==> config.mk <==
export PLATFORM = sky130hd
export DESIGN_NAME = serial_rx8n1
export DESIGN_NICKNAME = d
export VERILOG_FILES = /design/src/rtl/serial_rx_pkg.sv /design/src/rtl/rx_sync.sv /design/src/rtl/rx_tick.sv /design/src/rtl/rx_linewatch.sv /design/src/rtl/rx_framer.sv /design/src/rtl/serial_rx8n1.sv
export SDC_FILE = /design/constraint.sdc
export NUM_CORES = 1
export LEC_CHECK = 0
export BUFFER_PORTS_ARGS = -buffer_cell sky130_fd_sc_hd__buf_2
export CORE_MARGIN = 2
export CORE_UTILIZATION = 39
export DETAILED_ROUTE_END_ITERATION = 6
export GPL_ROUTABILITY_DRIVEN = 0
export GPL_TIMING_DRIVEN = 1
export SYNTH_ARGS = -nofsm -noshare
export SYNTH_HDL_FRONTEND = slang
export SYNTH_SLANG_ARGS = --single-unit
==> constraint.sdc <==
create_clock -name clk -period 4.85 [get_ports clk]
set_input_delay 0.2425 -clock clk [delete_from_list [all_inputs] [get_ports clk]]
set_output_delay 0.2425 -clock clk [all_outputs]
set_load 0.02 [all_outputs]
==> src/rtl/serial_rx_pkg.sv <==
// Shared definitions for the serial receiver.
// Assumes 8-N-1 framing; the data width is fixed by the frame format.
package serial_rx_pkg;

    localparam int unsigned FRAME_BITS = 8;

    typedef enum logic [2:0] {
        RX_IDLE,
        RX_START,
        RX_DATA,
        RX_STOP,
        RX_HOLD
    } rx_state_e;

endpackage

==> src/rtl/rx_sync.sv <==
// Two-flop synchroniser for the asynchronous line with a falling-edge pulse.
// Assumes the line idles high; the flops reset to 1 so reset produces no edge.
module rx_sync (
    input  logic clk,
    input  logic rst_n,
    input  logic rx_i,
    output logic rx_s,
    output logic fall_o
);
    logic meta_q;
    logic sync_q;
    logic prev_q;

    // Move the line into the clock domain and keep one older copy.
    always_ff @(posedge clk) begin
        if (!rst_n) begin
            meta_q <= 1'b1;
            sync_q <= 1'b1;
            prev_q <= 1'b1;
        end else begin
            meta_q <= rx_i;
            sync_q <= meta_q;
            prev_q <= sync_q;
        end
    end

    assign rx_s   = sync_q;
    assign fall_o = prev_q & ~sync_q;
endmodule

==> src/rtl/rx_tick.sv <==
// Free-running oversampling tick generator: one pulse every div_i clocks.
// Assumes div_i is static while frames are in flight; 0 and 1 tick every clock.
module rx_tick #(
    parameter int unsigned DIV_W = 12
) (
    input  logic             clk,
    input  logic             rst_n,
    input  logic [DIV_W-1:0] div_i,
    output logic             tick_o
);
    logic [DIV_W-1:0] cnt_q;
    logic             wrap;

    // Wrap when the count reaches the divisor minus one.
    assign wrap = (div_i <= DIV_W'(1)) || (cnt_q >= div_i - DIV_W'(1));

    // Count clocks and emit the registered tick pulse.
    always_ff @(posedge clk) begin
        if (!rst_n) begin
            cnt_q  <= '0;
            tick_o <= 1'b0;
        end else begin
            cnt_q  <= wrap ? '0 : cnt_q + DIV_W'(1);
            tick_o <= wrap;
        end
    end
endmodule

==> src/rtl/rx_linewatch.sv <==
// Counts consecutive ticks of constant line level to flag idle and break.
// Assumes rx_s is already synchronised; any change of level restarts a count.
module rx_linewatch #(
    parameter int unsigned OS         = 16,
    parameter int unsigned IDLE_BITS  = 11,
    parameter int unsigned BRK_BITS   = 11
) (
    input  logic clk,
    input  logic rst_n,
    input  logic tick_i,
    input  logic rx_s,
    output logic idle_o,
    output logic break_o
);
    localparam int unsigned IDLE_T = OS * IDLE_BITS + 1;
    localparam int unsigned BRK_T  = OS * BRK_BITS;
    localparam int unsigned MAX_T  = (IDLE_T > BRK_T) ? IDLE_T : BRK_T;
    localparam int unsigned CW     = $clog2(MAX_T + 1);
    localparam logic [CW-1:0] IDLE_LIM = CW'(IDLE_T);
    localparam logic [CW-1:0] BRK_LIM  = CW'(BRK_T);

    logic [CW-1:0] hi_cnt;
    logic [CW-1:0] lo_cnt;

    // High-level run length; idle once more than IDLE_BITS bit times.
    always_ff @(posedge clk) begin
        if (!rst_n) begin
            hi_cnt <= '0;
            idle_o <= 1'b0;
        end else if (!rx_s) begin
            hi_cnt <= '0;
            idle_o <= 1'b0;
        end else if (tick_i && hi_cnt != IDLE_LIM) begin
            hi_cnt <= hi_cnt + CW'(1);
            if (hi_cnt == IDLE_LIM - CW'(1)) idle_o <= 1'b1;
        end
    end

    // Low-level run length; break once BRK_BITS bit times have passed.
    always_ff @(posedge clk) begin
        if (!rst_n) begin
            lo_cnt  <= '0;
            break_o <= 1'b0;
        end else if (rx_s) begin
            lo_cnt  <= '0;
            break_o <= 1'b0;
        end else if (tick_i && lo_cnt != BRK_LIM) begin
            lo_cnt <= lo_cnt + CW'(1);
            if (lo_cnt == BRK_LIM - CW'(1)) break_o <= 1'b1;
        end
    end
endmodule

==> src/rtl/rx_framer.sv <==
// Frame state machine: start confirmation, voted data bits, stop check.
// Assumes OS ticks per bit and a falling-edge pulse from the synchroniser.
// Re-arms at the stop-bit centre; an all-zero frame with a low stop bit
// waits for the line to rise and is dropped if a break was flagged.
module rx_framer
    import serial_rx_pkg::*;
#(
    parameter int unsigned OS = 16
) (
    input  logic                  clk,
    input  logic                  rst_n,
    input  logic                  tick_i,
    input  logic                  rx_s,
    input  logic                  fall_i,
    input  logic                  break_i,
    output logic [FRAME_BITS-1:0] data_o,
    output logic                  valid_o,
    output logic                  frame_err_o
);
    localparam int unsigned OSW  = $clog2(OS);
    localparam int unsigned BW   = $clog2(FRAME_BITS);
    localparam logic [OSW-1:0] HALF_M1 = OSW'(OS / 2 - 1);
    localparam logic [OSW-1:0] FULL_M1 = OSW'(OS - 1);
    localparam logic [BW-1:0]  LAST_B  = BW'(FRAME_BITS - 1);

    rx_state_e             state_q;
    logic [OSW-1:0]        os_q;
    logic [BW-1:0]         bit_q;
    logic [FRAME_BITS-1:0] shift_q;
    logic [1:0]            hist_q;
    logic                  vote;

    // Majority of the two previous tick samples and the current level.
    assign vote = (hist_q[1] & hist_q[0]) | (hist_q[1] & rx_s) | (hist_q[0] & rx_s);

    // Record the line level at every tick for the vote.
    always_ff @(posedge clk) begin
        if (!rst_n)      hist_q <= 2'b11;
        else if (tick_i) hist_q <= {hist_q[0], rx_s};
    end

    // Walk a frame and deliver bytes with their framing status.
    always_ff @(posedge clk) begin
        if (!rst_n) begin
            state_q     <= RX_IDLE;
            os_q        <= '0;
            bit_q       <= '0;
            shift_q     <= '0;
            data_o      <= '0;
            valid_o     <= 1'b0;
            frame_err_o <= 1'b0;
        end else begin
            valid_o     <= 1'b0;
            frame_err_o <= 1'b0;
            case (state_q)
                RX_IDLE: begin
                    if (fall_i) begin
                        state_q <= RX_START;
                        os_q    <= '0;
                    end
                end
                RX_START: begin
                    if (tick_i) begin
                        if (os_q == HALF_M1) begin
                            os_q    <= '0;
                            bit_q   <= '0;
                            state_q <= rx_s ? RX_IDLE : RX_DATA;
                        end else begin
                            os_q <= os_q + OSW'(1);
                        end
                    end
                end
                RX_DATA: begin
                    if (tick_i) begin
                        if (os_q == FULL_M1) begin
                            os_q    <= '0;
                            shift_q <= {vote, shift_q[FRAME_BITS-1:1]};
                            if (bit_q == LAST_B) state_q <= RX_STOP;
                            else                 bit_q   <= bit_q + BW'(1);
                        end else begin
                            os_q <= os_q + OSW'(1);
                        end
                    end
                end
                RX_STOP: begin
                    if (tick_i) begin
                        if (os_q == FULL_M1) begin
                            os_q <= '0;
                            if (vote) begin
                                data_o  <= shift_q;
                                valid_o <= 1'b1;
                                state_q <= RX_IDLE;
                            end else if (shift_q != '0) begin
                                data_o      <= shift_q;
                                valid_o     <= 1'b1;
                                frame_err_o <= 1'b1;
                                state_q     <= RX_IDLE;
                            end else begin
                                state_q <= RX_HOLD;
                            end
                        end else begin
                            os_q <= os_q + OSW'(1);
                        end
                    end
                end
                RX_HOLD: begin
                    if (rx_s) begin
                        if (!break_i) begin
                            data_o      <= '0;
                            valid_o     <= 1'b1;
                            frame_err_o <= 1'b1;
                        end
                        state_q <= RX_IDLE;
                    end
                end
                default: state_q <= RX_IDLE;
            endcase
        end
    end
endmodule

==> src/rtl/serial_rx8n1.sv <==
// Top of the 8-N-1 serial receiver: synchroniser, tick generator,
// frame state machine and line watcher.
// Assumes an idle-high line and a divisor set before traffic starts.
module serial_rx8n1 #(
    parameter int unsigned DIV_W     = 12,
    parameter int unsigned OS        = 16,
    parameter int unsigned IDLE_BITS = 11,
    parameter int unsigned BRK_BITS  = 11
) (
    input  logic             clk,
    input  logic             rst_n,
    input  logic [DIV_W-1:0] div_i,
    input  logic             rx_i,
    output logic [7:0]       data_o,
    output logic             valid_o,
    output logic             frame_err_o,
    output logic             idle_o,
    output logic             break_o
);
    logic rx_s;
    logic fall;
    logic tick;

    rx_sync u_sync (
        .clk    (clk),
        .rst_n  (rst_n),
        .rx_i   (rx_i),
        .rx_s   (rx_s),
        .fall_o (fall)
    );

    rx_tick #(.DIV_W(DIV_W)) u_tick (
        .clk    (clk),
        .rst_n  (rst_n),
        .div_i  (div_i),
        .tick_o (tick)
    );

    rx_linewatch #(.OS(OS), .IDLE_BITS(IDLE_BITS), .BRK_BITS(BRK_BITS)) u_watch (
        .clk     (clk),
        .rst_n   (rst_n),
        .tick_i  (tick),
        .rx_s    (rx_s),
        .idle_o  (idle_o),
        .break_o (break_o)
    );

    rx_framer #(.OS(OS)) u_frame (
        .clk         (clk),
        .rst_n       (rst_n),
        .tick_i      (tick),
        .rx_s        (rx_s),
        .fall_i      (fall),
        .break_i     (break_o),
        .data_o      (data_o),
        .valid_o     (valid_o),
        .frame_err_o (frame_err_o)
    );
endmodule

==> results_dict.tcl, run 1 <==
set metrics [dict create \
    startpoint_type "input pin" \
    die_w_um 96.0 \
    synthXorXnorAreaFrac_pct 8.49 \
    powerDensity_nw_per_um2 305 \
    initial_core_util_pct 40.2 \
    relSlewSlack_pct 37.0 \
    drive_gt1_share_pct 12.0 \
    p_leak_nw 1.35 \
    crit_path_top_delay_cell "o211ai_1" \
    grt_max_degree 37 \
    grt_overflow 0 \
    r2r.worst_path.cells 5 \
    post-cts-setup-buffers 0 \
    max_stage_delay_ps 770 \
    drc 0 \
    syn_inst 379 \
    clk_pin_slew_ps 70 \
    cp_common_cell "ha_1" \
    fin_nets 441 \
    area_growth_pct 13.2 \
    fmax_mhz 405 \
    critPathTopFamily "simple AND/OR/NAND/NOR gates" \
    final_common_cell "dfxtp_1" \
    async_reset_ff_share_pct 0 \
    cp_max_fo 12 \
    fin_cells 512 \
    synth.distinct_cells 49 \
    hpwl_um 4300 \
    synthSimpleGateAreaFrac_pct 25.7 \
    regArea_um2 1280 \
    multi_input_area_um2 1900 \
    cts_resized 0 \
    cts_max_level 3 \
    crit_buf_inv 2 \
    worst-path-stages 11 \
    placed_cells 497 \
    synth_nets 417 \
    dr.pass1.iters 4 \
    io_buffer_count 26 \
    synth_fa_ha_area_share_pct 9.03 \
    worstPathRequired_ps 5030 \
    ys_ff_latch 64 \
    syn-cell-area_um2 3300 \
    most-common-layout-cells "64 x dfxtp_1, 49 x nor2_1, 33 x nand2_1" \
    synth_top_family_by_area "simple AND/OR/NAND/NOR gates" \
    synth_edf_count 0 \
    reg2reg_to "u_frame.data_o[1]$_SDFFE_PN0P_" \
    synth_compound_area_share_pct 10.7 \
    rows 33 \
    cap_violations 0 \
    clk_latency_ps 340 \
    fin_util_pct 45.4 \
    pre_cts_ws_ps 2010 \
    end_kind "flop" \
    fp.dieH_um 96.0 \
    setup_violations 0 \
    clk_path_buf_depth 2 \
    worstPathArrival_ps 2650 \
    avgSynthCellArea_um2 8.71 \
    whs_ps 90.0 \
    dieArea_um2 9210 \
    grt_pass1_wl_um 10500 \
    place_area_um2 3490 \
    total_power_mw 1.14 \
    vias 2577 \
    synthMuxAreaShare_pct 3.64 \
    ys.warnings.count 0 \
    coreArea_um2 8220 \
    n_fill_cell 828 \
    ant_nets 0 \
    clock-sinks 64 \
    cts_tree "built" \
    hp-class "input pin to flop" \
    root_buffer "clkbuf_8" \
    io_pins 27 \
    grt_pass1_vias 2359 \
    drt_iter0_drc 73 \
    grt.total_usage_pct 14.4 \
    tightestPinTransition_ps 940 \
    worst_slack_ps 2380 \
    grt_setup_unrepaired "no" \
    endpoint "u_tick.cnt_q[5]$_SDFF_PP0_" \
    fin_worst_skew_ps 6.35 \
    cp_cell_sequence "buf_2, inv_1, ha_1, nand2_1, nor3_1, nor3b_1, xnor2_1, ha_1, nand4_1, o211ai_1, nor2_1" \
    crit_path_start "div_i[0]" \
    finalInstanceArea_um2 3730 \
    setup_tns_ps 0 \
    rrSetupSlack_ps 2600 \
    drv_slew 0 \
    cts_made_buffers 9 \
    vdd_drop_max_mv 0.207 \
    antenna_cells 0 \
    ys_seq_area_share_pct 38.8 \
    fin_crit_ps 2470 \
    wl_um 5880 \
    via_per_inst 5.03 \
    avgRoutedWirePerCell_um 11.5 \
    fin_crit_sh_pct 50.9 \
    hold_violations 0 \
    status "completed" \
    antenna_found_initial 0 \
    hold_buffers 0 \
    yosys_most_used_dff "dfxtp_1" \
    worstSetupPathType "input pin to flop" \
    reg2reg_from "u_tick.tick_o$_SDFF_PN0_" \
]
-- sequential cells by signal, indices dropped and copies added (netlist names) --
| signal | count |
|---|---|
| u_watch.break_o | 1 |
| u_watch.hi_cnt | 8 |
| u_frame.frame_err_o | 1 |
| u_frame.data_o | 8 |
| u_frame.shift_q | 8 |
| u_sync.rx_s | 1 |
| u_frame.os_q | 4 |
| u_frame.valid_o | 1 |
| u_sync.prev_q | 1 |
| u_frame.hist_q | 2 |
| u_tick.cnt_q | 12 |
| u_watch.idle_o | 1 |
| u_frame.bit_q | 3 |
| u_sync.meta_q | 1 |
| u_watch.lo_cnt | 8 |
| u_frame.state_q | 3 |
| u_tick.tick_o | 1 |
-- cell usage after synthesis, drive strengths merged (3+ instances only) --
master   n  area [um^2]
nand2b   8         52.6
mux2i   12          120
buf      6         40.0
nand2   33          124
nor2    51          196
a21boi  18          135
xnor2   21          184
xor2    11         96.3
inv     14         52.6
o21ai   13         65.1
nand3   17         85.1
a21oi   11         55.1
nand4   11         68.8
nor2b   14         87.6
or3      7         48.8
dfxtp   64         1280
clkbuf   7         26.3
nor4     3         18.8
ha      23          288
or4      5         41.3
nor3     8         40.0
-- worst register-to-register path: stages, from the launching register on --
cell and delay, ps:
dfxtp_1 710, nand4_1 240, or4_1 530, nor2b_1 460, nand2_1 120, a21boi_1 130
-- report_power, final --
part	internal, mW	leakage, nW	switching [mW]
Combinational	0.0286	0.707	0.0398
Sequential	0.531	0.517	0.00939
Clock	0.343	0.122	0.188
Total	0.902	1.35	0.237
-- worst min-delay path by stage --
| stage | startpoint | end | cells past startpoint |
|---|---|---|---|
| finish | rx_i | u_sync.meta_q$_SDFF_PN1_ | 2 |
| floorplan | rx_i | u_sync.meta_q$_SDFF_PN1_ | 1 |
| global route | rx_i | u_sync.meta_q$_SDFF_PN1_ | 2 |
| detailed placement | u_sync.meta_q$_SDFF_PN1_ | u_sync.rx_s$_SDFF_PN1_ | 1 |
| global placement | u_sync.meta_q$_SDFF_PN1_ | u_sync.rx_s$_SDFF_PN1_ | 1 |
| CTS | rx_i | u_sync.meta_q$_SDFF_PN1_ | 2 |
-- final cells by class --
type / count / area share (%)
timing repair buffer: 26 / 3.49
inverter: 14 / 1.41
multi-input combinational: 288 / 50.9
tap: 105 / 3.52
clock buffer: 13 / 4.79
sequential: 64 / 34.3
clock inverter: 2 / 1.61
-- cells by family (layout without fill, tap and decap cells) --
kind of cell	count (synthesis)	after routing
adder cells (fa/ha/maj)	24	24
flip-flops	64	64
AO/OA/AOI/OAI	54	54
AND/OR/NAND/NOR	166	166
multiplexers	12	12
buffers and inverters	27	55
XOR/XNOR	32	32
-- routing by layer --
metal  track usage (%)  wire length (um)
met2              23.2              2810
met4              6.43                99
met1              18.2              2830
met3              3.76               136
met5                 0                 0
No activity file was read; power rests on OpenSTA's default activity.
==> inputs of run 2 (changes only) <==
==> constraint.sdc (replaced) <==
create_clock -name clk -period 2.4 [get_ports clk]
set_input_delay 0.12 -clock clk [delete_from_list [all_inputs] [get_ports clk]]
set_output_delay 0.12 -clock clk [all_outputs]
set_load 0.02 [all_outputs]
==> run 2 against run 1 <==
  * Count of clock-buffer cells in the layout shrank 1
  * Cell count grew 0.98%
  * Sequential power grew 100%
  * Critical endpoint is now u_tick.cnt_q[10]$_SDFF_PP0_
  * Die area is the same
  * Register-to-register slack lost 2100 ps
  * Wire length grew 2.5%
  * First-iteration DRC count shrank 40%
  * Clock skew grew 0.58 ps
==> results_dict.tcl, run 2 (synthesis results as in run 1) <==
set metrics [dict create \
    relSlewSlack_pct 62.6 \
    status "completed" \
    drive_gt1_share_pct 12.9 \
    startpoint_type "input pin" \
    p_seq_share_pct 50.2 \
    pre_cts_ws_ps 7.98 \
    worst_slack_ps 309 \
    p_clk_share_pct 43.3 \
    antenna_found_initial 0 \
    hp-class "input pin to flop" \
    internal-power_mw 1.69 \
    cts_tree "built" \
    cp_max_fo 12 \
    hold_violations 0 \
    clk_pin_slew_ps 60 \
    dr.pass1.iters 4 \
    area_growth_pct 13.3 \
    avgRoutedWirePerCell_um 11.6 \
    worstPathArrival_ps 2360 \
    end_kind "flop" \
    n_fill_cell 829 \
    setup_violations 0 \
    final_common_cell "dfxtp_1" \
    fin_crit_ps 2090 \
    grt_setup_unrepaired "no" \
    cap_violations 0 \
    r2r.worst_path.cells 6 \
    rows 33 \
    worstPathRequired_ps 2670 \
    cts_max_level 3 \
    reg2reg_to "u_frame.data_o[1]$_SDFFE_PN0P_" \
    cts_made_buffers 9 \
    grt_max_degree 37 \
    io_buffer_count 26 \
    fin_cells 517 \
    largest_reg_flops 12 \
    dieArea_um2 9210 \
    p_sw_mw 0.488 \
    hold_end "u_frame.hist_q[1]$_SDFFE_PN1P_" \
    placed_cells 501 \
    grt_overflow 0 \
    grt.total_usage_pct 15.0 \
    hold_depth 2 \
    clock-sinks 64 \
    place_area_um2 3520 \
    pwr-share-comb_pct 6.5 \
    reg2reg_from "u_frame.os_q[0]$_SDFFE_PN0P_" \
    fmax_mhz 478 \
    fin_nets 446 \
    fin_worst_skew_ps 6.93 \
    most-common-layout-cells "64 x dfxtp_1, 49 x nor2_1, 33 x nand2_1" \
    vdd_drop_max_mv 0.416 \
    total_power_mw 2.18 \
    antenna_cells 0 \
    fin_crit_sh_pct 87.1 \
    finalInstanceArea_um2 3740 \
    fp.dieH_um 96.0 \
    clk_latency_ps 340 \
    p_sw_share_pct 22.4 \
    die_w_um 96.0 \
    rrSetupSlack_ps 520 \
    wl_um 6020 \
    initial_core_util_pct 40.2 \
    drc 0 \
    p_leak_nw 1.36 \
    min_from "rst_n" \
    grt_pass1_wl_um 10900 \
    via_per_inst 4.99 \
    whs_ps 213 \
    ant_nets 0 \
    hpwl_um 4350 \
    drv_slew 0 \
    drt_iter0_drc 44 \
    root_buffer "clkbuf_8" \
    grt_pass1_vias 2501 \
    vias 2579 \
    largest-register "u_tick.cnt_q" \
    io_pins 27 \
    tightestPinTransition_ps 557 \
    powerDensity_nw_per_um2 582 \
    clk_path_buf_depth 2 \
    coreArea_um2 8220 \
    fin_util_pct 45.5 \
    worstSetupPathType "input pin to flop" \
    setup_tns_ps 0 \
]
run 2: changes by cell type in the layout (fill, tap and decap cells not counted), sizes merged:
cell,delta
buf,+4
clkinv,+2
bufinv,-1
clkbuf,-1
dlygate4sd3,+1
run 2: layout make-up:
type | instances | area (um^2) | share of cell area [%]
sequential | 64 | 1280 | 34.3
clock buffer | 12 | 165 | 4.42
clock inverter | 3 | 40.0 | 1.07
timing repair buffer | 31 | 170 | 4.55
multi-input combinational | 288 | 1900 | 50.8
inverter | 14 | 52.6 | 1.41
tap | 105 | 131 | 3.51
run 2: timing repair:
action | CTS | global route
hold buffers | 1 | 0
buffers inserted | 0 | 0
gates resized for setup | 0 | 0
endpoints found under the hold margin | 1 | 0
run 2: power by group through the flow:
stage          logic (mW)  clock network (mW)  registers [mW]
3_3_place_gp        0.137                   0            1.12
5_1_grt             0.166                1.01            1.09
3_5_place_dp        0.141                   0            1.12
6_report            0.141               0.943            1.09
4_1_cts             0.143               0.966            1.09
2_1_floorplan       0.112                   0            1.10
run 2: layer usage:
layer / GRT usage [%] / vias to the layer above / routed length (um)
met5: 0 / - / 0
met3: 3.52 / 10 / 137
met1: 18.1 / 1183 / 2970
met2: 25.1 / 21 / 2790
li1: - / 1365 / -
met4: 6.79 / 0 / 122
run 2: how the worst max path moves through the flow:
stage | to | cells past startpoint | slack [ps] | start
5_1_grt | u_tick.cnt_q[9]$_SDFF_PP0_ | 14 | 110 | div_i[0]
4_1_cts | u_tick.cnt_q[10]$_SDFF_PP0_ | 14 | 340 | div_i[0]
3_5_place_dp | u_tick.cnt_q[10]$_SDFF_PP0_ | 14 | 8 | div_i[0]
2_1_floorplan | u_tick.cnt_q[10]$_SDFF_PP0_ | 11 | 300 | div_i[0]
6_report | u_tick.cnt_q[10]$_SDFF_PP0_ | 14 | 310 | div_i[0]
3_3_place_gp | u_tick.cnt_q[9]$_SDFF_PP0_ | 14 | 70 | div_i[0]
run 2: critical path, cell delays in order:
cell and delay, ps:
buf_2 120, inv_1 90, ha_1 230, nand2_1 130, nor3_1 230, nor3b_1 270, xnor2_1 100, ha_1 180
a21oi_1 130, o21ai_0 110, a31oi_1 210, o211ai_1 120, buf_4 220, nor2_1 110
